===== config.mk =====
export PLATFORM = sky130hd
export DESIGN_NAME = trig_capture_buf
export DESIGN_NICKNAME = d
export VERILOG_FILES = /design/src/rtl/cbuf_pkg.sv /design/src/rtl/cbuf_qual.sv /design/src/rtl/cbuf_mem.sv /design/src/rtl/cbuf_ctrl.sv /design/src/rtl/trig_capture_buf.sv
export SDC_FILE = /design/constraint.sdc
export NUM_CORES = 1
export LEC_CHECK = 0
export ABC_CLOCK_PERIOD_IN_PS = 4250
export BUFFER_PORTS_ARGS = -buffer_cell sky130_fd_sc_hd__buf_2
export CAP_MARGIN = 20
export CORE_MARGIN = 2
export CORE_UTILIZATION = 61
export CTS_CLUSTER_DIAMETER = 150
export DETAILED_ROUTE_END_ITERATION = 8
export PLACE_DENSITY = 0.8
export SLEW_MARGIN = 30
export SYNTH_ARGS = -nofsm -noshare
export SYNTH_HDL_FRONTEND = slang
export SYNTH_SLANG_ARGS = --single-unit

===== constraint.sdc =====
create_clock -name clk -period 4.25 [get_ports clk]
set_clock_uncertainty 0.15 [all_clocks]
set_input_delay 0.425 -clock clk [delete_from_list [all_inputs] [get_ports clk]]
set_output_delay 0.425 -clock clk [all_outputs]
set_load 0.02 [all_outputs]

===== src/rtl/cbuf_pkg.sv =====
package cbuf_pkg;
    typedef enum logic [1:0] {
        ST_IDLE = 2'd0,
        ST_PRE  = 2'd1,
        ST_POST = 2'd2,
        ST_DONE = 2'd3
    } cap_state_t;

    typedef enum logic [1:0] {
        POS_START  = 2'd0,
        POS_CENTER = 2'd1,
        POS_END    = 2'd2,
        POS_USER   = 2'd3
    } trig_pos_t;
endpackage


===== src/rtl/cbuf_qual.sv =====
module cbuf_qual #(
    parameter int TAG_W = 10
) (
    input  logic             clk,
    input  logic             rst_n,
    input  logic             arm,
    input  logic             active,
    input  logic             smp_valid,
    input  logic             force_store,
    input  logic             dflt_store,
    input  logic             lvl_ovr,
    input  logic             lvl_store,
    output logic             store,
    output logic [TAG_W-1:0] tag
);
    localparam logic [TAG_W-1:0] TAG_MAX = '1;

    logic [TAG_W-1:0] gap;
    logic             qual;

    always_comb begin
        qual  = lvl_ovr ? lvl_store : dflt_store;
        store = active && smp_valid && (force_store || qual);
        tag   = (gap == TAG_MAX) ? TAG_MAX : gap + TAG_W'(1);
    end

    always_ff @(posedge clk) begin
        if (!rst_n || arm) begin
            gap <= '0;
        end else if (active && smp_valid) begin
            gap <= store ? '0 : tag;
        end
    end

    // every stored entry counts at least its own sample
    a_r5_tag_nonzero: assert property (@(posedge clk) disable iff (!rst_n)
        store |-> (tag != '0));
endmodule


===== src/rtl/cbuf_mem.sv =====
module cbuf_mem #(
    parameter int DATA_W = 8,
    parameter int TAG_W  = 10,
    parameter int DEPTH  = 16,
    localparam int ADDR_W = $clog2(DEPTH)
) (
    input  logic              clk,
    input  logic              rst_n,
    input  logic              done,
    input  logic              we,
    input  logic [ADDR_W-1:0] waddr,
    input  logic [DATA_W-1:0] wdata,
    input  logic [TAG_W-1:0]  wtag,
    input  logic [ADDR_W-1:0] raddr,
    output logic [DATA_W-1:0] rdata,
    output logic [TAG_W-1:0]  rtag
);
    logic [DATA_W-1:0] data_ram [DEPTH];
    logic [TAG_W-1:0]  tag_ram  [DEPTH];

    always_ff @(posedge clk) begin
        if (we) begin
            data_ram[waddr] <= wdata;
            tag_ram[waddr]  <= wtag;
        end
        rdata <= data_ram[raddr];
        rtag  <= tag_ram[raddr];
    end

    // memory is frozen once capture completes
    a_r7_no_write_done: assert property (@(posedge clk) disable iff (!rst_n)
        done |-> !we);
endmodule


===== src/rtl/cbuf_ctrl.sv =====
module cbuf_ctrl
    import cbuf_pkg::*;
#(
    parameter int DEPTH = 16,
    localparam int ADDR_W = $clog2(DEPTH),
    localparam int CNT_W  = ADDR_W + 1
) (
    input  logic              clk,
    input  logic              rst_n,
    input  logic              arm,
    input  logic [1:0]        pos_sel,
    input  logic [ADDR_W-1:0] user_pre,
    input  logic              smp_valid,
    input  logic              smp_trig,
    input  logic              store,
    output logic              active,
    output logic              trig_hit,
    output logic [ADDR_W-1:0] wr_addr,
    output logic              done,
    output logic [ADDR_W-1:0] trig_addr,
    output logic [ADDR_W-1:0] start_addr,
    output logic [CNT_W-1:0]  entry_cnt
);
    localparam logic [CNT_W-1:0] FULL = CNT_W'(DEPTH);

    cap_state_t        state, state_nx;
    logic [ADDR_W-1:0] wr_ptr;
    logic [CNT_W-1:0]  fill;
    logic [CNT_W-1:0]  post_left;
    logic [CNT_W-1:0]  pre_cnt;
    logic [CNT_W-1:0]  post_init;
    logic [ADDR_W-1:0] trig_q;

    always_comb begin
        unique case (trig_pos_t'(pos_sel))
            POS_START:  pre_cnt = '0;
            POS_CENTER: pre_cnt = CNT_W'(DEPTH / 2);
            POS_END:    pre_cnt = CNT_W'(DEPTH - 1);
            POS_USER:   pre_cnt = {1'b0, user_pre};
        endcase
        post_init = FULL - pre_cnt - CNT_W'(1);
    end

    // state register
    always_ff @(posedge clk) begin
        if (!rst_n) state <= ST_IDLE;
        else        state <= state_nx;
    end

    // next state
    always_comb begin
        state_nx = state;
        unique case (state)
            ST_IDLE: if (arm) state_nx = ST_PRE;
            ST_PRE: begin
                if (arm)           state_nx = ST_PRE;
                else if (trig_hit) state_nx = (post_init == '0) ? ST_DONE : ST_POST;
            end
            ST_POST: begin
                if (arm)                                       state_nx = ST_PRE;
                else if (store && post_left == CNT_W'(1))      state_nx = ST_DONE;
            end
            ST_DONE: if (arm) state_nx = ST_PRE;
        endcase
    end

    // outputs
    always_comb begin
        active     = ((state == ST_PRE) || (state == ST_POST)) && !arm;
        trig_hit   = (state == ST_PRE) && !arm && smp_valid && smp_trig;
        done       = (state == ST_DONE);
        wr_addr    = wr_ptr;
        trig_addr  = trig_q;
        entry_cnt  = fill;
        start_addr = (fill == FULL) ? wr_ptr : '0;
    end

    // pointers and counters
    always_ff @(posedge clk) begin
        if (!rst_n || arm) begin
            wr_ptr    <= '0;
            fill      <= '0;
            post_left <= '0;
            trig_q    <= '0;
        end else if (store) begin
            wr_ptr <= wr_ptr + ADDR_W'(1);
            if (fill != FULL) fill <= fill + CNT_W'(1);
            if (trig_hit) begin
                trig_q    <= wr_ptr;
                post_left <= post_init;
            end else if (state == ST_POST) begin
                post_left <= post_left - CNT_W'(1);
            end
        end
    end

    // POST always has entries left to take
    a_r2_post_nonzero: assert property (@(posedge clk) disable iff (!rst_n)
        (state == ST_POST) |-> (post_left != '0));
    // count never exceeds the depth
    a_r6_fill_bound: assert property (@(posedge clk) disable iff (!rst_n)
        fill <= FULL);
    // arm always lands in PRE
    a_r9_arm_rearms: assert property (@(posedge clk) disable iff (!rst_n)
        arm |=> (state == ST_PRE));
    // trigger address held while frozen
    a_r3_trig_hold: assert property (@(posedge clk) disable iff (!rst_n)
        (done && $past(done)) |-> $stable(trig_q));
endmodule


===== src/rtl/trig_capture_buf.sv =====
module trig_capture_buf #(
    parameter int DATA_W = 8,
    parameter int TAG_W  = 10,
    parameter int DEPTH  = 16,
    localparam int ADDR_W = $clog2(DEPTH)
) (
    input  logic              clk,
    input  logic              rst_n,
    input  logic              arm,
    input  logic [1:0]        pos_sel,
    input  logic [ADDR_W-1:0] user_pre,
    input  logic [DATA_W-1:0] smp_data,
    input  logic              smp_valid,
    input  logic              smp_trig,
    input  logic              dflt_store,
    input  logic              lvl_ovr,
    input  logic              lvl_store,
    input  logic [ADDR_W-1:0] rd_idx,
    output logic              done,
    output logic [ADDR_W-1:0] trig_addr,
    output logic [ADDR_W-1:0] start_addr,
    output logic [ADDR_W:0]   entry_cnt,
    output logic [DATA_W-1:0] rd_data,
    output logic [TAG_W-1:0]  rd_tag
);
    logic              active;
    logic              trig_hit;
    logic              store;
    logic [TAG_W-1:0]  tag;
    logic [ADDR_W-1:0] wr_addr;
    logic [ADDR_W-1:0] rd_addr;

    assign rd_addr = start_addr + rd_idx;

    cbuf_ctrl #(.DEPTH(DEPTH)) u_ctrl (
        .clk(clk), .rst_n(rst_n), .arm(arm),
        .pos_sel(pos_sel), .user_pre(user_pre),
        .smp_valid(smp_valid), .smp_trig(smp_trig), .store(store),
        .active(active), .trig_hit(trig_hit), .wr_addr(wr_addr),
        .done(done), .trig_addr(trig_addr), .start_addr(start_addr),
        .entry_cnt(entry_cnt)
    );

    cbuf_qual #(.TAG_W(TAG_W)) u_qual (
        .clk(clk), .rst_n(rst_n), .arm(arm), .active(active),
        .smp_valid(smp_valid), .force_store(trig_hit),
        .dflt_store(dflt_store), .lvl_ovr(lvl_ovr), .lvl_store(lvl_store),
        .store(store), .tag(tag)
    );

    cbuf_mem #(.DATA_W(DATA_W), .TAG_W(TAG_W), .DEPTH(DEPTH)) u_mem (
        .clk(clk), .rst_n(rst_n), .done(done),
        .we(store), .waddr(wr_addr), .wdata(smp_data), .wtag(tag),
        .raddr(rd_addr), .rdata(rd_data), .rtag(rd_tag)
    );
endmodule


# [Word level (Yosys, flattened, before mapping)]
# Memory sizes are Yosys's and may differ from the RTL's. A register that Yosys moved wholly into a read port is not among the register bits.
# Index checks and enable logic that the tools add are counted.
[word_totals] register_bits=30 ram_bits=288 input_bits=26 word_cells=65 n_memories=2
[memory_table] memory="u_mem.tag_ram" depth=16 word_bits=10 read_ports=1 rd_ports_with_merged_regs=1 wr=1 line_no="cbuf_mem.sv:19" text="logic [TAG_W-1:0] tag_ram [DEPTH];"
[memory_table] memory="u_mem.data_ram" depth=16 word_bits=8 read_ports=1 rd_ports_with_merged_regs=1 wr=1 line_no="cbuf_mem.sv:18" text="logic [DATA_W-1:0] data_ram [DEPTH];"
[classes] n_addsub=7 eq_ne=13 muxes=16 reduce_logical=21
[ops] operator="$mux 10" count=2
[ops] operator="$pmux 5 s4" count=1
[ops] operator="$add 10x1->10 const B" count=1
[ops] operator="$eq 10x10->1 const B" count=1
[ops] operator="$mux 2" count=5
[ops] operator="$mux 5" count=2
[ops] operator="$sub 5x1->5 const B" count=2
[ops] operator="$eq 2x2->1 const B" count=4
[ops] operator="$logic_and 1x1->1" count=7
[ops] operator="$ne 3x2->1 const B" count=2
[ops] operator="$pmux 2 s3" count=1
[ops] operator="$reduce_and 2->1" count=3
[ops] operator="$add 5x1->5 const B" count=1
[ops] operator="$eq 5x1->1 const B" count=1
[ops] operator="$eq 5x5->1 const B" count=1
[ops] operator="$logic_not 5->1" count=1
[ops] operator="$ne 5x5->1 const B" count=1
[ops] operator="$sub 5x5->5 const A" count=1
[ops] operator="$add 4x1->4 const B" count=1
[ops] operator="$add 4x4->4" count=1
[ops] operator="$eq 2x1->1 const B" count=2
[ops] operator="$logic_not 2->1" count=2
[ops] operator="$mux 1" count=4
[ops] operator="$mux 4" count=1
[ops] operator="other kinds (6)" count=9

# [Logic depth before layout (Yosys ltp)]
# Gate-level depths: netlist of run 1.
[logic_depth] depth_word=10 mapped_depth=13

# [Modules after synthesis]
# From an unflattened synthesis of run 1, not the netlist that was laid out.
[unflattened] cells_unflattened=701 area_unflattened_um2=13146.4
[modules_own_cells] mod="cbuf_mem" instances=1 cells_per_inst=482 area_per_inst_um2=11323.4
[modules_own_cells] mod="cbuf_ctrl" instances=1 cells_per_inst=130 area_per_inst_um2=1098.6
[modules_own_cells] mod="cbuf_qual" instances=1 cells_per_inst=80 area_per_inst_um2=624.3
[modules_own_cells] mod="trig_capture_buf" instances=1 cells_per_inst=9 area_per_inst_um2=100.1

# [Worst setup path before layout of run 1]
# OpenSTA, ideal clock, no wires.
[synth_timing] path_type="reg-to-reg" startpoint="register u_ctrl.state[0]" endpoint="memory u_mem.data_ram[0][0] (enable)" setup_time_ps=416 arrival_ps=3105 required_time_ps=3684 path_slack_ps=579 stages_incl_launch_ff=8 n_path_buf=1 synth_period_minus_slack_ps=3671 cell_sequence="dfxtp_1 > inv_1 > ha_1 > or3b_2 > a21oi_4 > buf_2 > nand2_1 > nor3_1"
[synth_between] elab_chain_len=8
[synth_rtl] item="from (decl)" line_no="cbuf_ctrl.sv:26" text="cap_state_t state, state_nx;"
[synth_rtl] item="from (signal assigned)" line_no="cbuf_ctrl.sv:47" text="else state <= state_nx;"
[synth_rtl] item="$eq 2x1->1" line_no="cbuf_ctrl.sv:69, cbuf_ctrl.sv:70"
[synth_rtl] item="$logic_and 1x1->1 (3 in a row)" line_no="cbuf_ctrl.sv:70" text="trig_hit = (state == ST_PRE) && !arm && smp_valid && smp_trig;"
[synth_rtl] item="$logic_or 1x1->1" line_no="cbuf_qual.sv:23" text="store = active && smp_valid && (force_store || qual);"
[synth_rtl] item="$logic_and 1x1->1 (*)" line_no="cbuf_qual.sv:23"
[synth_rtl] item="$mux 1 (*)" line_no="cbuf_mem.sv:22" text="if (we) begin"
[synth_rtl] item="$mux 1 (not written as such) (*)" line_no="cbuf_mem.sv:23" text="data_ram[waddr] <= wdata;"
[synth_rtl] item="to (decl)" line_no="cbuf_mem.sv:18"
# Mark *: on every way between the ends. The rest lies on a longest branch, timed or not.

# [Final worst setup path of run 1]
[layout_timing] startpoint="register u_ctrl.fill[0], in the netlist u_ctrl.entry_cnt[0]" endpoint="register u_mem.rdata[3] (read register of u_mem.data_ram)"
[layout_between] elab_chain_len=3
[layout_rtl] item="from (decl)" line_no="cbuf_ctrl.sv:28" text="logic [CNT_W-1:0] fill;"
[layout_rtl] item="from (signal assigned)" line_no="cbuf_ctrl.sv:87" text="if (fill != FULL) fill <= fill + CNT_W'(1);"
[layout_rtl] item="$eq 5x5->1" line_no="cbuf_ctrl.sv:75" text="start_addr = (fill == FULL) ? wr_ptr : '0;"
[layout_rtl] item="$mux 4" line_no="cbuf_ctrl.sv:75"
[layout_rtl] item="$add 4x4->4" line_no="trig_capture_buf.sv:33" text="assign rd_addr = start_addr + rd_idx;"
[layout_rtl] item="to (decl)" line_no="cbuf_mem.sv:15" text="output logic [DATA_W-1:0] rdata,"
# Every way passes these cells.
# A chain may end at the register's enable or synchronous reset.

==> metrics.txt, run 1 <==
final antenna diode count 0; Synth Warn # 0; filler cell count in the final layout 1308; via density per instance 6.64; vertical die dimension 152 um; EDFF count, synth 288; total power per unit cell area 436 nW/um2; highest fanout seen on the critical path 34; number of endpoints failing setup at the final stage 0; Max H-tree Level 2; capturing point of the worst reg2reg path u_mem.rdata[3]$_DFF_P_; Post-CTS Setup Bufs 0; upper clock frequency limit 282 MHz; Std-Cell Rows 54; Worst slew margin 0.488; Post-synth ARST share 0; max-slew violation count 0; placed cell area 14200 um2; Synth Cell Area 13400 um2; type of element capturing the critical path register; net total in the final layout 906; count of clock tree sinks 336; data arrival time at the worst-slack endpoint 3.79 ns; most used standard cell by instance count after synthesis sky130_fd_sc_hd__edfxtp_1; endpoint with the worst hold slack u_ctrl.state[1]$_SDFFE_PN0P_; Total Die Area 23200 um2; Avg Cell Area, Syn 17.0 um2; Setup crit start kind register; Critical-path top delay cell sky130_fd_sc_hd__fa_4; post-route fraction of the period consumed by the critical path 0.834; fraction of power spent switching nets 0.209; r2r setup slk 0.71 ns; worst slack after detailed placement 0.724 ns; dominant delay contributor by cell family on the critical path adder cells; Synth Net Count 832; number of iterations in the first detailed-routing pass 6; category of the critical setup timing path reg2reg; slowest stage delay, CP 1.02 ns; final estimated routing congestion in global placement 0.861; Post-CTS Resized 0; first-pass GRT wire length 45100 um; Final Hold Violating Endpoints 0; Seq/Total Area, Yosys 0.715; worst hold-check path type in2reg; clock-pin slew on the worst setup and hold paths 0.06 ns; peak supply drop 0.215 mV; die outline width 152 um; Min-Delay Startpoint rst_n; Port Buf Inserts 57; layout cell share with drive strength beyond 1 0.267; core region area 21800 um2; Post-route DRC 0; clock network fraction of total power 0.416; area growth from synthesis to layout 13.5%; run status completed; CP bufs+invs 2; Finished Layout Cells 1169; logic depth of the worst register-to-register path 11; Req. time, crit path 4.49 ns; Internal Pwr Total 5.27 mW; setup repair after global routing missed its margin false; sum of routed wire length over all layers 30100 um; # placed instances 1107; fraction of synthesized cell area taken by the top area cell type 0.643; initial core utilization 0.618; GRT Util Overall 0.258; initial antenna violation count 0; buffer type at the clock tree root sky130_fd_sc_hd__clkbuf_16; Synth Flop Type sky130_fd_sc_hd__edfxtp_1; Inserted Clock Buffers 34; register bit total from synthesis 336; total via count in the routed design 7764; slew at the pin closest to its max-slew limit 0.747 ns; sequential cell fraction of total power 0.538; half-perimeter wire length of the detailed placement result 15900 um; hold slack 0.0522 ns; total net switching power 1.39 mW; TNS Setup 0 ns; post-DR wirelength/cell 25.8 um; post-layout minimum cycle time 3.54 ns; clock buffer depth 3; vias in the first global route 7907; beginning of the worst register-to-register path u_ctrl.entry_cnt[0]$_SDFFE_PP0P_; final instance area 15300 um2; cell depth of the worst hold path 3; hold-fix buffers at CTS 0; maximum number of pins on one net before global-route repair 55; residual overflow from global routing 0; DR iter-0 viols 898; final worst slack 0.706 ns; reported leakage power 5.17 nW; clock network latency to the later pin of the worst-skew pair 0.51 ns; Cell variety after synth 51; Routed Antenna Nets 0; synthesized instance count 789; TritonCTS clock tree yes; number of top-level pins 58; top post-synthesis cells by area sky130_fd_sc_hd__edfxtp_1 64%, sky130_fd_sc_hd__mux4_2 12%, sky130_fd_sc_hd__dfxtp_1 7.1%; combinational share of power 0.046; critical-path cell list inv_1 > ha_1 > nand4bb_1 > nor2_1 > ha_4 > fa_4 > buf_12 > mux4_2 > nand2_1 > a22o_1 > nand3_1; maximum capacitance violations 0; post-synthesis cell type with the largest combined area sky130_fd_sc_hd__edfxtp_1; top cells by count, synth 288 x sky130_fd_sc_hd__edfxtp_1, 72 x sky130_fd_sc_hd__mux4_2, 61 x sky130_fd_sc_hd__nand2_1, 48 x sky130_fd_sc_hd__dfxtp_1, 43 x sky130_fd_sc_hd__nor2_1
-- layout make-up --
cell class	instances	area (um2)	area share
flip-flops and latches	336	9610	0.630
multi-input cells	391	3660	0.240
clock buffers	46	906	0.0594
repair buffers	86	553	0.0362
well taps	280	350	0.0230
clock inverters	16	124	0.00812
inverters	14	52.6	0.00344
-- through the flow --
stage                     utilization  total power [mW]
final                           0.701              6.66
after detailed placement        0.653              3.95
after global placement          0.653              3.94
after CTS                       0.701              6.69
after floorplan                     -              3.85
after global routing            0.701              6.84
-- registers in the layout (all words and copies together) (netlist names) --
register,count
u_ctrl.trig_addr,4
u_ctrl.post_left,5
u_qual.gap,10
u_ctrl.wr_addr,4
u_mem.data_ram,128
u_mem.rtag,10
u_mem.rdata,8
u_ctrl.state,2
u_ctrl.entry_cnt,5
u_mem.tag_ram,160
-- worst max path at each step --
stage / slack, ns / endpoint / from / depth (start not counted)
3_5_place_dp: 0.72 / u_mem.rdata[5]$_DFF_P_ / u_ctrl.entry_cnt[0]$_SDFFE_PP0P_ / 11
5_1_grt: 0.57 / u_mem.rdata[3]$_DFF_P_ / u_ctrl.entry_cnt[0]$_SDFFE_PP0P_ / 11
3_3_place_gp: 0.89 / u_mem.rtag[2]$_DFF_P_ / u_ctrl.entry_cnt[0]$_SDFFE_PP0P_ / 11
4_1_cts: 0.72 / u_mem.rdata[3]$_DFF_P_ / u_ctrl.entry_cnt[0]$_SDFFE_PP0P_ / 11
2_1_floorplan: 0.58 / u_mem.data_ram[0][0]$_DFFE_PP_ / u_ctrl.state[0]$_SDFFE_PN0P_ / 7
6_report: 0.71 / u_mem.rdata[3]$_DFF_P_ / u_ctrl.entry_cnt[0]$_SDFFE_PP0P_ / 11
-- cell usage in the layout, fill, tap and decap left out, drive strengths merged, types with 2 or more instances in the layout --
| cell type | count |
|---|---|
| a22oi | 4 |
| a22o | 18 |
| mux2i | 2 |
| nor2 | 43 |
| o21ai | 14 |
| buf | 86 |
| nor3 | 13 |
| nand4 | 42 |
| edfxtp | 288 |
| o211ai | 2 |
| clkinv | 12 |
| a211oi | 2 |
| nor2b | 4 |
| or3 | 2 |
| nand3 | 26 |
| and2 | 3 |
| nand2 | 61 |
| mux4 | 72 |
| ha | 16 |
| a31oi | 6 |
| xnor2 | 9 |
| dfxtp | 48 |
| and4 | 3 |
| nand2b | 6 |
| clkbuf | 46 |
| a41oi | 2 |
| xor2 | 5 |
| inv | 16 |
| a21oi | 21 |
-- metal layers --
metal / up-vias / part of all wire / global-route usage
met2: 487 / 0.51 / 0.430
met4: 0 / 0.036 / 0.113
li1: 3280 / - / -
met5: - / 0 / 0
met3: 85 / 0.092 / 0.0518
met1: 3912 / 0.37 / 0.337
-- cells by family after synthesis --
logic type	Yosys count	synth area share
fa+ha+maj	17	0.0164
buf+inv	62	0.0211
xor+xnor	14	0.00912
mux	74	0.122
simple gates	211	0.0777
flops	336	0.715
compound gates	75	0.0389
-- power by group through the flow --
stage               sequential, mW  clock (mW)  combinational [mW]
floorplan                     3.67           0               0.180
global placement              3.65           0               0.289
CTS                           3.58        2.81               0.304
finish                        3.58        2.77               0.304
detailed placement            3.65           0               0.300
global route                  3.58        2.93               0.325
-- worst register-to-register path, stage by stage, from the launching register on --
cell and delay, ns:
sky130_fd_sc_hd__dfxtp_1 0.43, sky130_fd_sc_hd__inv_1 0.08, sky130_fd_sc_hd__ha_1 0.19, sky130_fd_sc_hd__nand4bb_1 0.29, sky130_fd_sc_hd__nor2_1 0.12, sky130_fd_sc_hd__ha_4 0.18
sky130_fd_sc_hd__fa_4 1.02, sky130_fd_sc_hd__buf_12 0.29, sky130_fd_sc_hd__mux4_2 0.34, sky130_fd_sc_hd__nand2_1 0.09, sky130_fd_sc_hd__a22o_1 0.17, sky130_fd_sc_hd__nand3_1 0.08
Power figures use the tool's default switching activity.
==> run 2, diff against run 1 <==
Settings changed: ABC_CLOCK_PERIOD_IN_PS 4250 to 3600.
Clock period 4.25 ns to 3.6 ns, I/O delays scaled along.
==> metrics.txt, run 2 (same netlist as run 1, synthesis figures left out) <==
run status completed; max-slew violation count 0 (unchanged); Setup crit start u_ctrl.entry_cnt[0]$_SDFFE_PP0P_; area growth from synthesis to layout 13.8%; sequential cell fraction of total power 0.546 (+0.008); Std-Cell Rows 54 (unchanged); Setup crit start kind register; logic depth of the worst register-to-register path 11 (unchanged); Max H-tree Level 2 (unchanged); beginning of the worst register-to-register path u_ctrl.entry_cnt[0]$_SDFFE_PP0P_; number of endpoints failing setup at the final stage 0 (unchanged); Worst slew margin 0.546 (+0.0581); sum of routed wire length over all layers 29500 um (-2.2%); slew at the pin closest to its max-slew limit 0.662 ns (-0.0847 ns); Port Buf Inserts 57 (unchanged); slowest stage delay, CP 0.92 ns (-0.10 ns); vertical die dimension 152 um (unchanged); most frequent cells in the layout 288 x sky130_fd_sc_hd__edfxtp_1, 72 x sky130_fd_sc_hd__mux4_2, 61 x sky130_fd_sc_hd__nand2_1, 57 x sky130_fd_sc_hd__buf_2, 48 x sky130_fd_sc_hd__dfxtp_1; hold-fix buffers at CTS 1 (+1); residual overflow from global routing 0 (unchanged); Post-CTS Resized 0 (unchanged); clock buffer depth 3 (unchanged); data arrival time at the worst-slack endpoint 3.43 ns (-0.36 ns); count of clock tree sinks 336 (unchanged); total via count in the routed design 7685 (-1.0%); Total Power Consumption 7.75 mW (+16%); final antenna diode count 0 (unchanged); TNS Setup 0 ns (unchanged); endpoint with the worst hold slack u_mem.data_ram[5][4]$_DFFE_PP_; worst hold-check path type in2reg; DR iter-0 viols 934 (+4.0%); GRT Util Overall 0.256 (-0.00194); reported leakage power 5.16 nW (-0.20%); Internal Pwr Total 6.16 mW (+17%); die outline width 152 um (unchanged); most common cell after layout, fill and taps aside sky130_fd_sc_hd__edfxtp_1; cell depth of the worst hold path 1 (-2); Critical-path top delay cell sky130_fd_sc_hd__fa_4; capturing point of the worst reg2reg path u_mem.rtag[0]$_DFF_P_; maximum number of pins on one net before global-route repair 55 (unchanged); Inserted Clock Buffers 34 (unchanged); Total Die Area 23200 um2 (unchanged); total power per unit cell area 507 nW/um2 (+16%); Final Hold Violating Endpoints 0 (unchanged); registers with the highest flip-flop counts u_mem.tag_ram: 160 flops, u_mem.data_ram: 128 flops; initial antenna violation count 0 (unchanged); maximum capacitance violations 0 (unchanged); clock-pin slew on the worst setup and hold paths 0.06 ns (about the same); buffer type at the clock tree root sky130_fd_sc_hd__clkbuf_16; setup repair after global routing missed its margin false; upper clock frequency limit 311 MHz (+10%); Req. time, crit path 3.82 ns (-0.67 ns); final estimated routing congestion in global placement 0.827 (-3.9%); first-pass GRT wire length 44700 um (-0.90%); vias in the first global route 7662 (-3.1%); TritonCTS clock tree yes; Biggest register u_mem.tag_ram; initial core utilization 0.618 (unchanged); post-layout minimum cycle time 3.21 ns (-0.332 ns); number of iterations in the first detailed-routing pass 5 (-1); number of top-level pins 58 (unchanged); combinational share of power 0.046 (about the same); Post-route DRC 0 (unchanged); number of flip-flops in the largest register 160 (unchanged); half-perimeter wire length of the detailed placement result 16200 um (+2.0%); layout cell share with drive strength beyond 1 0.262 (-0.00479); clock network latency to the later pin of the worst-skew pair 0.51 ns (about the same); post-DR wirelength/cell 25.2 um (-2.3%); total net switching power 1.59 mW (+14%); Routed Antenna Nets 0 (unchanged); Min-Delay Startpoint smp_data[4]; highest fanout seen on the critical path 22 (-35%); net total in the final layout 910 (+0.44%); critical-path cell list inv_1 > ha_1 > nand4bb_1 > nor2_1 > ha_4 > fa_4 > buf_12 > mux4_2 > nand2_1 > a22o_1 > nand3_1; r2r setup slk 0.39 ns (-0.32 ns); core region area 21800 um2 (unchanged); Post-CTS Setup Bufs 0 (unchanged); peak supply drop 0.417 mV (+94%); post-route fraction of the period consumed by the critical path 0.892 (+0.0583); type of element capturing the critical path register; clock network fraction of total power 0.408 (-0.008); category of the critical setup timing path reg2reg; via density per instance 6.57 (-1.1%); fraction of power spent switching nets 0.205 (-0.00397)
-- run 2: layer usage --
layer / track usage / vias to the layer above / wire [um]
li1: - / 3288 / -
met1: 0.353 / 3901 / 11200
met2: 0.420 / 433 / 14800
met3: 0.0486 / 63 / 2690
met4: 0.0926 / 0 / 799
met5: 0 / - / 0
-- run 2: through the flow --
step,utilization,std cells,worst slack [ns],hold WS [ns],area (um2)
after floorplan,-,789,0.101,0.305,13500
after global placement,0.657,1110,0.477,0.317,14300
after detailed placement,0.657,1110,0.417,0.321,14300
after CTS,0.703,1170,0.375,0.0573,15300
after global routing,0.704,1170,0.235,0.0864,15300
final,0.704,1170,0.388,0.0744,15300
-- run 2: critical path, delay by kind of cell, from the launching register on --
kind	cells	cell delay [ns]
and+or+nand+nor	4	0.44
buffers and inverters	2	0.29
adders and majority gates	3	1.28
DFF	1	0.43
AOI/OAI and AO/OA	1	0.13
muxes	1	0.35
-- run 2: power by group through the flow --
stage	clock network (mW)	logic [mW]	registers (mW)
CTS	3.21	0.358	4.23
finish	3.17	0.357	4.23
global placement	0	0.340	4.31
global route	3.36	0.383	4.23
detailed placement	0	0.354	4.31
floorplan	0	0.213	4.33
-- run 2: worst max-delay path by stage --
| stage | slack, ns | cells after the start | end |
|---|---|---|---|
| 2_1_floorplan | 0.10 | 6 | u_mem.data_ram[3][0]$_DFFE_PP_ |
| 3_3_place_gp | 0.48 | 11 | u_mem.rtag[0]$_DFF_P_ |
| 3_5_place_dp | 0.42 | 11 | u_mem.rtag[0]$_DFF_P_ |
| 4_1_cts | 0.38 | 11 | u_mem.rtag[0]$_DFF_P_ |
| 5_1_grt | 0.24 | 11 | u_mem.rtag[0]$_DFF_P_ |
| 6_report | 0.39 | 11 | u_mem.rtag[0]$_DFF_P_ |
-- run 2: area by class of cell --
type / count / area, um2
tap: 280 / 350
clock buffer: 44 / 920
timing repair buffer: 90 / 623
clock inverter: 15 / 76.3
sequential: 336 / 9610
multi-input combinational: 391 / 3670
inverter: 14 / 52.6
fill: 1324 / 6450
==> run 3, diff against run 2 <==
--- a/config.mk
+++ b/config.mk
@@ -8,5 +8,5 @@
 export ABC_CLOCK_PERIOD_IN_PS = 3600
 export BUFFER_PORTS_ARGS = -buffer_cell sky130_fd_sc_hd__buf_2
-export CAP_MARGIN = 20
+export CAP_MARGIN = 10
 export CORE_MARGIN = 2
 export CORE_UTILIZATION = 61
==> constraint.sdc (replaced) <==
create_clock -name clk -period 3.6 [get_ports clk]
set_clock_uncertainty 0.15 [all_clocks]
set_input_delay 0.72 -clock clk [delete_from_list [all_inputs] [get_ports clk]]
set_output_delay 0.72 -clock clk [all_outputs]
set_load 0.02 [all_outputs]
==> metrics.txt, run 3 (same netlist as run 1, synthesis figures left out) <==
net total in the final layout 907 (-0.33%); vertical die dimension 152 um (unchanged); sum of routed wire length over all layers 29700 um (+0.65%); sequential cell fraction of total power 0.538 (-0.008); Post-CTS Resized 0 (unchanged); Setup crit start kind register; initial antenna violation count 0 (unchanged); via density per instance 6.66 (+1.3%); area used by multi-input combinational logic 3680 um2 (+0.10%); Routed Antenna Nets 0 (unchanged); CP bufs+invs 2 (unchanged); dominant delay contributor by cell family on the critical path adder cells; count of clock tree sinks 336 (unchanged); most frequent cells in the layout 288 x sky130_fd_sc_hd__edfxtp_1, 72 x sky130_fd_sc_hd__mux4_2, 61 x sky130_fd_sc_hd__nand2_1, 57 x sky130_fd_sc_hd__buf_2, 48 x sky130_fd_sc_hd__dfxtp_1; logic depth of the worst register-to-register path 11 (unchanged); Total Die Area 23200 um2 (unchanged); clock buffer depth 3 (unchanged); core region area 21800 um2 (unchanged); total power per unit cell area 514 nW/um2 (+1.4%); layout cell share with drive strength beyond 1 0.267 (+0.00509); fraction of power spent switching nets 0.205 (-0.000443); Worst slew margin 0.300 (-0.246); Req. time, crit path 3.82 ns (about the same); run status completed; total via count in the routed design 7774 (+1.2%); worst hold-check path type reg2reg; post-layout minimum cycle time 3.35 ns (+0.142 ns); critical-path cell list inv_1 > ha_1 > nand4bb_1 > nor2_1 > ha_4 > fa_4 > buf_12 > mux4_2 > nand2_1 > a22o_1 > nand3_1; Biggest register u_mem.tag_ram; type of element capturing the critical path register; DR iter-0 viols 974 (+4.3%); combinational share of power 0.045 (about the same); peak supply drop 0.315 mV (-24%); final estimated routing congestion in global placement 0.863 (+4.4%); r2r setup slk 0.25 ns (-0.14 ns); initial core utilization 0.618 (unchanged); vias in the first global route 7794 (+1.7%); Max H-tree Level 2 (unchanged); number of top-level pins 58 (unchanged); half-perimeter wire length of the detailed placement result 15800 um (-2.1%); first-pass GRT wire length 45300 um (+1.2%); post-DR wirelength/cell 25.4 um (+0.82%); endpoint with the worst hold slack u_ctrl.trig_addr[0]$_SDFFE_PP0P_; TNS Setup 0 ns (unchanged); hold-fix buffers at CTS 0 (-1); number of endpoints failing setup at the final stage 0 (unchanged); Post-route DRC 0 (unchanged); category of the critical setup timing path reg2reg; Port Buf Inserts 57 (unchanged); residual overflow from global routing 0 (unchanged); clock network fraction of total power 0.417 (+0.009); number of flip-flops in the largest register 160 (unchanged); beginning of the worst register-to-register path u_ctrl.entry_cnt[0]$_SDFFE_PP0P_; GRT Util Overall 0.258 (+0.00146); number of iterations in the first detailed-routing pass 6 (+1); cell depth of the worst hold path 2 (+1); setup repair after global routing missed its margin false; maximum capacitance violations 0 (unchanged); Internal Pwr Total 6.26 mW (+1.5%); slew at the pin closest to its max-slew limit 1.05 ns (+0.385 ns); die outline width 152 um (unchanged); buffer type at the clock tree root sky130_fd_sc_hd__clkbuf_16; registers with the highest flip-flop counts u_mem.tag_ram: 160 flops, u_mem.data_ram: 128 flops; Critical-path top delay cell sky130_fd_sc_hd__fa_4; Std-Cell Rows 54 (unchanged); data arrival time at the worst-slack endpoint 3.58 ns (+0.15 ns); capturing point of the worst reg2reg path u_mem.rtag[5]$_DFF_P_; hold slack 0.340 ns (+0.265 ns); Inserted Clock Buffers 34 (unchanged); upper clock frequency limit 298 MHz (-4.2%); clock-pin slew on the worst setup and hold paths 0.06 ns (about the same); maximum number of pins on one net before global-route repair 73 (+33%); Final Hold Violating Endpoints 0 (unchanged); area taken by flip-flops and latches 9610 um2 (unchanged); Post-CTS Setup Bufs 0 (unchanged); clock network latency to the later pin of the worst-skew pair 0.50 ns (about the same); TritonCTS clock tree yes; area growth from synthesis to layout 14.0%; slowest stage delay, CP 0.76 ns (-0.16 ns); highest fanout seen on the critical path 72 (+230%); most common cell after layout, fill and taps aside sky130_fd_sc_hd__edfxtp_1; max-slew violation count 0 (unchanged); filler cell count in the final layout 1324 (unchanged); Total Power Consumption 7.87 mW (+1.5%); total net switching power 1.61 mW (+1.3%); reported leakage power 5.17 nW (+0.23%); Min-Delay Startpoint u_ctrl.trig_addr[0]$_SDFFE_PP0P_; post-route fraction of the period consumed by the critical path 0.932 (+0.0395); final antenna diode count 0 (unchanged)
run 3: tightest hold or removal path: cells and delay by family (launching register included):
kind	cells	cell delay (ns)
AO/OA/AOI/OAI	2	0.14
flip-flops	1	0.31
run 3: worst max-delay path by stage:
stage,from,end,cells past startpoint,slack [ns]
CTS,u_ctrl.entry_cnt[0]$_SDFFE_PP0P_,u_mem.rtag[5]$_DFF_P_,11,0.22
detailed placement,u_ctrl.entry_cnt[0]$_SDFFE_PP0P_,u_mem.rtag[5]$_DFF_P_,11,0.32
finish,u_ctrl.entry_cnt[0]$_SDFFE_PP0P_,u_mem.rtag[5]$_DFF_P_,11,0.25
floorplan,u_ctrl.state[0]$_SDFFE_PN0P_,u_mem.data_ram[3][0]$_DFFE_PP_,6,0.10
global route,u_ctrl.entry_cnt[0]$_SDFFE_PP0P_,u_mem.rtag[5]$_DFF_P_,11,0.14
global placement,u_ctrl.entry_cnt[0]$_SDFFE_PP0P_,u_mem.rtag[3]$_DFF_P_,11,0.41
run 3: cell type report:
class | instances | area share
Sequential cell | 336 | 0.627
Timing Repair Buffer | 87 | 0.0382
Multi-Input combinational cell | 391 | 0.240
Clock inverter | 18 | 0.00817
Tap cell | 280 | 0.0229
Inverter | 14 | 0.00343
Clock buffer | 42 | 0.0602
run 3: routing by layer:
| layer | up-vias | global-route usage | part of all wire | wire (um) |
|---|---|---|---|---|
| met5 | - | 0 | 0 | 0 |
| met4 | 0 | 0.0922 | 0.030 | 900 |
| met3 | 66 | 0.0444 | 0.086 | 2560 |
| met2 | 492 | 0.438 | 0.51 | 15200 |
| met1 | 3935 | 0.343 | 0.37 | 11000 |
| li1 | 3281 | - | - | - |
run 3: power groups by stage:
stage	logic [mW]	clock network (mW)	registers, mW
2_1_floorplan	0.213	0	4.33
3_3_place_gp	0.339	0	4.31
3_5_place_dp	0.351	0	4.31
4_1_cts	0.357	3.32	4.23
5_1_grt	0.383	3.46	4.23
6_report	0.355	3.28	4.23
run 3: per-stage QoR:
step | instances | cell area [um2] | setup slack [ns] | util
floorplan | 789 | 13500 | 0.101 | -
CTS | 1168 | 15300 | 0.223 | 0.704
global placement | 1108 | 14300 | 0.407 | 0.656
finish | 1168 | 15300 | 0.246 | 0.704
global route | 1168 | 15300 | 0.141 | 0.704
detailed placement | 1108 | 14300 | 0.319 | 0.656
